===== src/rtl/wdog_ext_pkg.sv =====
package wdog_ext_pkg;
    localparam int EXT_FACTOR = 128;

    typedef enum logic {
        TMO_BASE = 1'b0,
        TMO_LONG = 1'b1
    } tmo_sel_e;
endpackage


===== src/rtl/wdog_ext_sync.sv =====
module wdog_ext_sync #(
    parameter int   STAGES  = 2,
    parameter logic RST_VAL = 1'b0
) (
    input  logic clk_i,
    input  logic rst_ni,
    input  logic d_i,
    output logic q_o
);
    logic [STAGES-1:0] chain_d, chain_q;

    always_comb begin
        chain_d = {chain_q[STAGES-2:0], d_i};
    end

    always_ff @(posedge clk_i or negedge rst_ni) begin
        if (!rst_ni) chain_q <= {STAGES{RST_VAL}};
        else         chain_q <= chain_d;
    end

    assign q_o = chain_q[STAGES-1];
endmodule


===== src/rtl/wdog_ext_edge.sv =====
module wdog_ext_edge (
    input  logic clk_i,
    input  logic rst_ni,
    input  logic kick_s_i,
    input  logic mode_s_i,
    output logic kick_fall_o,
    output logic mode_chg_o
);
    typedef struct packed {
        logic kick;
        logic mode;
    } prev_t;

    prev_t prev_d, prev_q;

    always_comb begin
        prev_d.kick = kick_s_i;
        prev_d.mode = mode_s_i;
    end

    always_ff @(posedge clk_i or negedge rst_ni) begin
        if (!rst_ni) prev_q <= '{kick: 1'b1, mode: 1'b0};
        else         prev_q <= prev_d;
    end

    assign kick_fall_o = prev_q.kick & ~kick_s_i;
    assign mode_chg_o  = prev_q.mode ^ mode_s_i;
endmodule


===== src/rtl/wdog_ext_core.sv =====
module wdog_ext_core
    import wdog_ext_pkg::*;
#(
    parameter int BASE_CYCLES = 1000,
    parameter int CNT_W       = $clog2(BASE_CYCLES * EXT_FACTOR)
) (
    input  logic             clk_i,
    input  logic             rst_ni,
    input  logic             hold_i,
    input  logic             restart_i,
    input  tmo_sel_e         sel_i,
    output logic             fault_o,
    output logic [CNT_W-1:0] count_o
);
    localparam logic [CNT_W-1:0] LAST_BASE = CNT_W'(BASE_CYCLES - 1);
    localparam logic [CNT_W-1:0] LAST_LONG = CNT_W'(BASE_CYCLES * EXT_FACTOR - 1);

    typedef struct packed {
        logic [CNT_W-1:0] cnt;
        logic             fault;
    } core_t;

    core_t            st_d, st_q;
    logic [CNT_W-1:0] last_val;

    always_comb begin
        last_val = (sel_i == TMO_LONG) ? LAST_LONG : LAST_BASE;
        st_d     = st_q;
        if (hold_i || restart_i || st_q.fault) begin
            st_d.cnt   = '0;
            st_d.fault = 1'b0;
        end else if (st_q.cnt == last_val) begin
            st_d.cnt   = '0;
            st_d.fault = 1'b1;
        end else begin
            st_d.cnt   = st_q.cnt + CNT_W'(1);
            st_d.fault = 1'b0;
        end
    end

    always_ff @(posedge clk_i or negedge rst_ni) begin
        if (!rst_ni) st_q <= '0;
        else         st_q <= st_d;
    end

    assign fault_o = st_q.fault;
    assign count_o = st_q.cnt;
endmodule


===== src/rtl/wdog_ext_timer.sv =====
module wdog_ext_timer
    import wdog_ext_pkg::*;
#(
    parameter int BASE_CYCLES = 1000,
    parameter int SYNC_STAGES = 2,
    parameter int CNT_W       = $clog2(BASE_CYCLES * EXT_FACTOR)
) (
    input  logic             clk_i,
    input  logic             rst_ni,
    input  logic             sys_rst_i,
    input  logic             dis_i,
    input  logic             mode_ext_i,
    input  logic             kick_i,
    output logic             fault_o,
    output logic [CNT_W-1:0] count_o
);
    logic     kick_s, mode_s, kick_fall, mode_chg;
    tmo_sel_e sel;

    wdog_ext_sync #(.STAGES(SYNC_STAGES), .RST_VAL(1'b1)) u_sync_kick (
        .clk_i(clk_i), .rst_ni(rst_ni), .d_i(kick_i), .q_o(kick_s)
    );

    wdog_ext_sync #(.STAGES(SYNC_STAGES), .RST_VAL(1'b0)) u_sync_mode (
        .clk_i(clk_i), .rst_ni(rst_ni), .d_i(mode_ext_i), .q_o(mode_s)
    );

    wdog_ext_edge u_edge (
        .clk_i(clk_i), .rst_ni(rst_ni),
        .kick_s_i(kick_s), .mode_s_i(mode_s),
        .kick_fall_o(kick_fall), .mode_chg_o(mode_chg)
    );

    assign sel = mode_s ? TMO_LONG : TMO_BASE;

    wdog_ext_core #(.BASE_CYCLES(BASE_CYCLES), .CNT_W(CNT_W)) u_core (
        .clk_i(clk_i), .rst_ni(rst_ni),
        .hold_i(sys_rst_i | dis_i),
        .restart_i(kick_fall | mode_chg),
        .sel_i(sel),
        .fault_o(fault_o),
        .count_o(count_o)
    );
endmodule


===== config.mk =====
export PLATFORM = sky130hd
export DESIGN_NAME = wdog_ext_timer
export DESIGN_NICKNAME = d
export VERILOG_FILES = /design/src/rtl/wdog_ext_pkg.sv /design/src/rtl/wdog_ext_sync.sv /design/src/rtl/wdog_ext_edge.sv /design/src/rtl/wdog_ext_core.sv /design/src/rtl/wdog_ext_timer.sv
export SDC_FILE = /design/constraint.sdc
export NUM_CORES = 1
export LEC_CHECK = 0
export BUFFER_PORTS_ARGS = -buffer_cell sky130_fd_sc_hd__clkbuf_2
export CAP_MARGIN = 40
export CORE_MARGIN = 3
export CORE_UTILIZATION = 45
export DETAILED_ROUTE_END_ITERATION = 8
export GPL_ROUTABILITY_DRIVEN = 1
export PLACE_DENSITY = 0.7
export SYNTH_ARGS = -nofsm -noshare
export SYNTH_HDL_FRONTEND = slang
export SYNTH_SLANG_ARGS = --single-unit

===== constraint.sdc =====
create_clock -name clk_i -period 2.11 [get_ports clk_i]
set_input_delay 0.1055 -clock clk_i [delete_from_list [all_inputs] [get_ports clk_i]]
set_output_delay 0.1055 -clock clk_i [all_outputs]
set_load 0.02 [all_outputs]

-- After elaboration in Yosys (flattened, before gate mapping)
Index checks and enable logic that the tools add are counted.
- add/subtract/negate cells: 1
- equal/unequal tests: 1
- muxes and demuxes: 4
- bitwise logic cells: 5
- reductions and logical operators: 2
- operators with widths (operator ; count):
    18-bit two-way mux ; 2
    17-bit by 1-bit adder with 17-bit output (second input constant) ; 1
    17-bit == test ; 1
    17-bit two-way mux ; 1
    1-bit logical OR ; 2
    1-bit bitwise OR ; 2
    1-bit bitwise AND ; 1
    1-bit two-way mux ; 1
    1-bit NOT ; 1
    1-bit XOR ; 1
- register bits after elaboration: 24
- bits of input ports: 6
- output and inout port bits: 18
- word-level logic and storage cells: 19

-- Longest topological paths before layout
Gate-level depths: netlist of the first run.
- word-level depth: 6
- depth in mapped cells: 6
- mapped depth without buffers: 5

-- Cells and area by module
A second synthesis of the first run with hierarchy kept.
- cells, all modules: 102
- area total of the unflattened synthesis: 1119.8 um^2
- by module, submodules not included (module ; times used ; cells an instance ; area an instance (um^2) ; sequential area each (um^2)):
    wdog_ext_core ; 1 ; 92 ; 938.4 ; 450.4
    wdog_ext_edge ; 1 ; 4 ; 66.3 ; 51.3
    wdog_ext_sync at u_sync_kick ; 1 ; 2 ; 52.6 ; 52.6
    wdog_ext_sync at u_sync_mode ; 1 ; 2 ; 50.0 ; 50.0
    wdog_ext_timer ; 1 ; 2 ; 12.5 ; 0.0

-- Least setup slack after synthesis of the first run
OpenSTA, ideal clock, no wires.
- path type: register to register
- from: register u_core.st_q, in the netlist u_core.count_o[3]
- to: register u_core.st_q, in the netlist u_core.count_o[0]
- data arrival time: 1.620 ns
- required time: 1.981 ns
- setup slack: 0.361 ns
- cell stages (with the launch flop): 7
- buffers on the path: 2
- period minus slack after synthesis: 1.749 ns
- cells stage by stage: dfrtp_1 buf_6 or4_1 o22ai_2 a21o_4 buf_8 nor2_1
- RTL lines (what ; line ; source):
    from (decl) ; wdog_ext_core.sv:23 ; core_t st_d, st_q;
    from (signal assigned) ; wdog_ext_core.sv:43 ; else st_q <= st_d;

==> flow_summary_export.csv, run 1 <==
group,metric,value,unit
status,run_status,"completed",
worst_setup_path,crit_family,"simple AND/OR/NAND/NOR gates",
sta,relSlewSlack,0.612,
final_layout,area_growth,15.8,%
clock_tree,tritoncts,"yes",
global_route,grt.total_usage,0.147,
flow_run,drv_cap,0,
final_layout,diodes,0,
worst_setup_path,critical_path_arrival,2.01,ns
global_route,grt_max_degree,25,
yosys,post-synth-top-count-cell,"dfrtp_1",
clock_tree,cts.path.max_buffers,2,
yosys,yosysWarnings,0,
worst_setup_path,cp.required,2.32,ns
clock_tree,cts-root-buf,"clkbuf_4",
clock_tree,cts_resized,0,
worst_setup_path,timing.critical_path.cells,"ha_1 > nand3_1 > nor4_1 > a21o_4 > nor2_1",
die,initial_utilization,0.483,
detailed_routing,via_count,822,
clock_tree,clk_latency,0.30,ns
yosys,ys_async_sr_fraction,1.00,
worst_setup_path,crit_type,"flop to flop",
detailed_routing,drt-initial-drc-count,9,
yosys,yosys-top-cells-count,"dfrtp_1, nor2_1, xnor2_1",
worst_setup_path,critPathBufInv,0,
yosys,syn_area,1090,um2
final_layout,drive_gt1_frac,0.260,
sta,grt_setup_unrepaired,"no",
die,core_area,2250,um2
detailed_routing,drc,0,
global_route,grt_pass1_wl,3610,um
worst_setup_path,critPathMaxStageDelay,0.46,ns
power_and_ir_drop,leakagePower,0.554,nW
detailed_routing,finalWirelength,2050,um
sta,final_hold_viol_count,0,
die,row_count,17,
yosys,avgSynthCellArea,10.8,um2
placement,dpl.hpwl,1480,um
worst_setup_path,critPathSlowestCell,"nor4_1",
sta,holdWs,0.141,ns
die,die-area,3050,um2
yosys,synth_top_area_frac,0.482,
clock_tree,cts-buffers-inserted,3,
global_route,grt-ovfl-total,0,
clock_tree,cts_sinks,24,
worst_setup_path,crit_fanout,16,
final_layout,finalNonFillerCells,155,
clock_tree,cts_hold_buf,3,
sta,finalCritPeriodShare,0.858,
placement,place_inst,148,
die,io-pin-count,24,
yosys,syn_inst,101,
sta,final.min_clock_period,1.81,ns
detailed_routing,wl_per_cell,13.2,um
sta,tns,0,ns
final_layout,fin_nets,135,
worst_setup_path,endpoint_kind,"flop",
yosys,yosys.area.top_type,"dfrtp_1",
yosys,synthDistinctLibCells,26,
yosys,synthTopCellsByArea,"dfrtp_1, dfstp_2, xnor2_1, nor2_1, xor2_1",
worst_hold_path,worstHoldPathType,"input pin to flop",
yosys,synth-main-ff-cell,"dfrtp_1",
final_layout,fill_cells,220,
sta,skew,0.00307,ns
clock_tree,clk_pin_slew,0.13,ns
detailed_routing,vias_per_cell,5.30,
global_route,antenna_found_initial,0,
detailed_routing,final_antenna_net_count,0,
yosys,syn_nets,108,
final_layout,multiInputGateArea,444,um2
detailed_routing,firstDrtPassIters,4,
worst_setup_path,start_kind,"flop",
sta,worstMarginPinSlew,0.582,ns
power_and_ir_drop,ir_worst_vdd,0.434,mV
yosys,synth_seq_cells,24,
clock_tree,cts_setup_buffers,0,
placement,numPortBuffers,23,
power_and_ir_drop,powerDensity,561,nW/um2
sta,slew_viol_final,0,
die,chipHeight,55.2,um
placement,gp_congestion,0.765,
clock_tree,h-tree-depth,1,
die,die_x,55.2,um
yosys,yosysSeqAreaShare,0.555,
sta,fmax,0.553,GHz
global_route,grt_pass1_vias,811,
final_layout,ff_latch_area,604,um2
sta,setup_viol,0,
yosys,synth_edf_count,0,
[cell families (layout without fill, tap and decap cells)]
kind of cell,count (synthesis),after routing,synth area share
flops,24,24,0.555
simple gates,51,51,0.241
xor+xnor,15,15,0.121
fa+ha+maj,1,1,0.0115
buf+inv,6,32,0.0379
compound gates,4,4,0.0344
[routing by layer]
layer	GRT usage	vias up	share of wire
met5	0	-	0
met4	0.0521	0	0.013
met3	0.0234	4	0.040
met2	0.233	20	0.46
met1	0.203	397	0.48
li1	-	401	-
[flip-flops by register name, summed over array words and instances (netlist names)]
signal               count
u_core.count_o          17
u_sync_kick.chain_q      2
u_sync_mode.chain_q      2
u_core.fault_o           1
u_edge.prev_q            2
[power by group]
group	switching, mW	internal (mW)	total [mW]
Sequential	0.00383	0.469	0.473
Combinational	0.0194	0.0131	0.0324
Clock	0.129	0.0737	0.203
[path summary, 6_finish.rpt]
kind | startpoint | endpoint | slack [ns] | depth (start not counted)
worst max-delay path | u_core.count_o[0] | u_core.count_o[5] | 0.30 | 5
worst min-delay path | dis_i | u_core.fault_o | 0.14 | 4
worst max register to register | u_core.count_o[0] | u_core.count_o[5] | 0.30 | 5
worst min register to register | u_sync_mode.chain_q[0] | u_sync_mode.chain_q[1] | 0.36 | 0
max in group asynchronous | rst_ni | u_sync_kick.chain_q[1] | 1.41 | 2
min in group asynchronous | rst_ni | u_edge.prev_q[0] | 0.32 | 2
[cell type report]
| type | count | area share |
|---|---|---|
| sequential | 24 | 0.479 |
| multi-input combinational | 71 | 0.352 |
| timing repair buffer | 26 | 0.115 |
| tap | 28 | 0.0278 |
| clock buffer | 4 | 0.0208 |
| inverter | 2 | 0.00595 |
[per-stage QoR]
stage,instance area [um2],power [mW],util,setup WS [ns]
after CTS,1260,0.723,0.560,0.283
final,1260,0.708,0.560,0.301
after global routing,1260,0.740,0.560,0.156
after global placement,1210,0.509,0.535,0.423
after floorplan,1090,0.496,-,0.361
after detailed placement,1210,0.511,0.535,0.300
[cells in the final DEF, fill, tap and decap left out]
cell type / n
nor4_1: 4
nand4b_1: 1
ha_1: 1
a21o_4: 1
a21oi_1: 1
and3_2: 2
clkbuf_4: 3
clkbuf_2: 23
nor3_1: 3
nand3_1: 6
o22ai_2: 1
or4_1: 2
dlygate4sd3_1: 3
o21ai_0: 1
xor2_1: 6
nand4_1: 5
clkbuf_1: 1
nand2b_1: 1
xnor2_1: 9
dfstp_2: 3
or3_1: 1
nor2_1: 18
dfrtp_1: 21
nand2_1: 5
and3_1: 2
nand4bb_1: 1
inv_1: 2
[worst register-to-register path, cell delays in order, from the launching register on]
cell and delay, ns:
dfrtp_1 0.42, ha_1 0.22, nand3_1 0.23, nor4_1 0.46, a21o_4 0.30, nor2_1 0.08
Power figures use the tool's default switching activity.
==> inputs of run 2 (changes only) <==
--- a/config.mk
+++ b/config.mk
@@ -11,7 +11,7 @@
 export CORE_UTILIZATION = 45
 export DETAILED_ROUTE_END_ITERATION = 8
 export GPL_ROUTABILITY_DRIVEN = 1
-export PLACE_DENSITY = 0.7
+export PLACE_DENSITY_LB_ADDON = 0.12
 export SYNTH_ARGS = -nofsm -noshare
 export SYNTH_HDL_FRONTEND = slang
 export SYNTH_SLANG_ARGS = --single-unit
==> run 2 against run 1 <==
Effect of this change:
- sequential cell count did not move
- fmax increased by 2.0%
- clock power rose by 16%
- non-clock buffer count is the same
- worst hold slack lost 0.0023 ns
- count of clock-buffer cells in the layout unchanged
- clock skew shrank 0.0017 ns
- utilization rose by 0.44 points
- largest power group unchanged
==> flow_summary_export.csv, run 2 (synthesis gave the netlist of run 1 again) <==
group,metric,value,unit
flow_run,drv_cap,0,
clock_tree,clk_latency,0.30,ns
worst_setup_path,critPathSlowestCell,"nor4_1",
final_layout,diodes,0,
detailed_routing,vias_per_cell,5.32,
sta,worstMarginPinSlew,0.567,ns
sta,fmax,0.564,GHz
clock_tree,cts.path.max_buffers,2,
sta,worst_slack,0.336,ns
die,core_area,2250,um2
die,initial_utilization,0.483,
sta,grt_setup_unrepaired,"no",
worst_setup_path,cp.required,2.32,ns
final_layout,finalNonFillerCells,155,
worst_hold_path,min-delay-start,"dis_i",
detailed_routing,via_count,824,
sta,holdWs,0.139,ns
worst_hold_path,worstHoldPathType,"input pin to flop",
power_and_ir_drop,clock_power_share,0.317,
global_route,grt_max_degree,25,
power_and_ir_drop,switchingPower,0.153,mW
placement,numPortBuffers,23,
final_layout,fill_cells,232,
clock_tree,clk_pin_slew,0.12,ns
clock_tree,cts_setup_buffers,0,
detailed_routing,drt-initial-drc-count,7,
sta,relSlewSlack,0.622,
detailed_routing,wl_per_cell,13.6,um
worst_setup_path,crit_fanout,16,
worst_setup_path,critPathBufInv,0,
power_and_ir_drop,power,0.740,mW
placement,dpl.hpwl,1480,um
final_layout,largest_register_ffs,17,
power_and_ir_drop,leakagePower,0.560,nW
worst_setup_path,critical_path_arrival,1.98,ns
placement,place_inst,148,
placement,gp_congestion,0.758,
placement,dp_slack,0.339,ns
sta,skew,0.00135,ns
power_and_ir_drop,seq_power_share,0.639,
power_and_ir_drop,internal_power,0.587,mW
detailed_routing,finalWirelength,2110,um
worst_setup_path,crit_family,"simple AND/OR/NAND/NOR gates",
die,die_x,55.2,um
final_layout,ff_latch_area,604,um2
worst_setup_path,critPathMaxStageDelay,0.42,ns
worst_setup_path,crit_type,"flop to flop",
global_route,grt_pass1_vias,814,
final_layout,final_common_cell,"clkbuf_2",
power_and_ir_drop,switching_share,0.206,
clock_tree,h-tree-depth,1,
final_layout,drive_gt1_frac,0.268,
die,row_count,17,
final_layout,stdcell_area,1270,um2
worst_setup_path,start_kind,"flop",
power_and_ir_drop,ir_worst_vdd,0.369,mV
clock_tree,cts-root-buf,"clkbuf_4",
placement,place_area,1210,um2
final_layout,final_cell_mix,"clkbuf_2, dfrtp_1, nor2_1",
worst_setup_path,critPathLaunch,"u_core.count_o[0]",
worst_setup_path,timing.critical_path.cells,"ha_1 > nand3_1 > nor4_1 > a21o_4 > nor2_1",
sta,setup_viol,0,
final_layout,multiInputGateArea,444,um2
final_layout,area_growth,16.8,%
global_route,grt_pass1_wl,3590,um
detailed_routing,final_antenna_net_count,0,
sta,tns,0,ns
global_route,grt.total_usage,0.147,
final_layout,postLayoutCoreUtil,0.564,
global_route,grt-ovfl-total,0,
status,run_status,"completed",
clock_tree,cts-buffers-inserted,3,
sta,slew_viol_final,0,
sta,finalCritPeriodShare,0.841,
final_layout,fin_nets,135,
sta,final_hold_viol_count,0,
die,die-area,3050,um2
power_and_ir_drop,powerDensity,582,nW/um2
die,chipHeight,55.2,um
clock_tree,tritoncts,"yes",
detailed_routing,firstDrtPassIters,4,
global_route,antenna_found_initial,0,
worst_setup_path,r2r-start,"u_core.count_o[0]",
sta,final.min_clock_period,1.77,ns
die,io-pin-count,24,
detailed_routing,drc,0,
power_and_ir_drop,pwr-share-comb,0.044,
worst_setup_path,endpoint_kind,"flop",
clock_tree,cts_sinks,24,
## run 2: final timing paths
| check | to | slack, ns | cells after the start |
|---|---|---|---|
| setup / recovery | u_core.count_o[6] | 0.34 | 5 |
| hold / removal | u_core.fault_o | 0.14 | 4 |
| setup reg to reg | u_core.count_o[6] | 0.34 | 5 |
| hold reg to reg | u_sync_mode.chain_q[1] | 0.36 | 0 |
| max in group asynchronous | u_edge.prev_q[1] | 1.43 | 2 |
| min in group asynchronous | u_core.fault_o | 0.30 | 2 |
## run 2: power by group through the flow
stage / Sequential, mW / Combinational [mW] / Clock [mW]
floorplan: 0.482 / 0.0138 / 0
global placement: 0.481 / 0.0286 / 0
detailed placement: 0.482 / 0.0299 / 0
CTS: 0.473 / 0.0343 / 0.247
global route: 0.474 / 0.0379 / 0.264
finish: 0.473 / 0.0327 / 0.235
## run 2: worst reg2reg max path, delay by kind of cell (launching register included)
kind	cells	cell delay, ns
simple gates	3	0.74
flops	1	0.41
compound gates	1	0.30
fa+ha+maj	1	0.23
## run 2: area by class of cell
cell class,instances,share of cell area
sequential,24,0.475
multi-input combinational,71,0.349
timing repair buffer,26,0.114
clock buffer,4,0.0285
tap,28,0.0275
inverter,2,0.00590
## run 2: metal layers
metal  routed length [um]  track usage  up-vias
met4                   34       0.0729        0
met1                 1010        0.181      398
met2                  984        0.247       25
met3                   82       0.0257        4
li1                     -            -      397
met5                    0            0        -
## run 2: timing repair
| action | 4_1_cts | 5_1_grt |
|---|---|---|
| hold buffers | 3 | 0 |
| resized for setup | 0 | 0 |
| hold endpoints to repair | 23 | 0 |
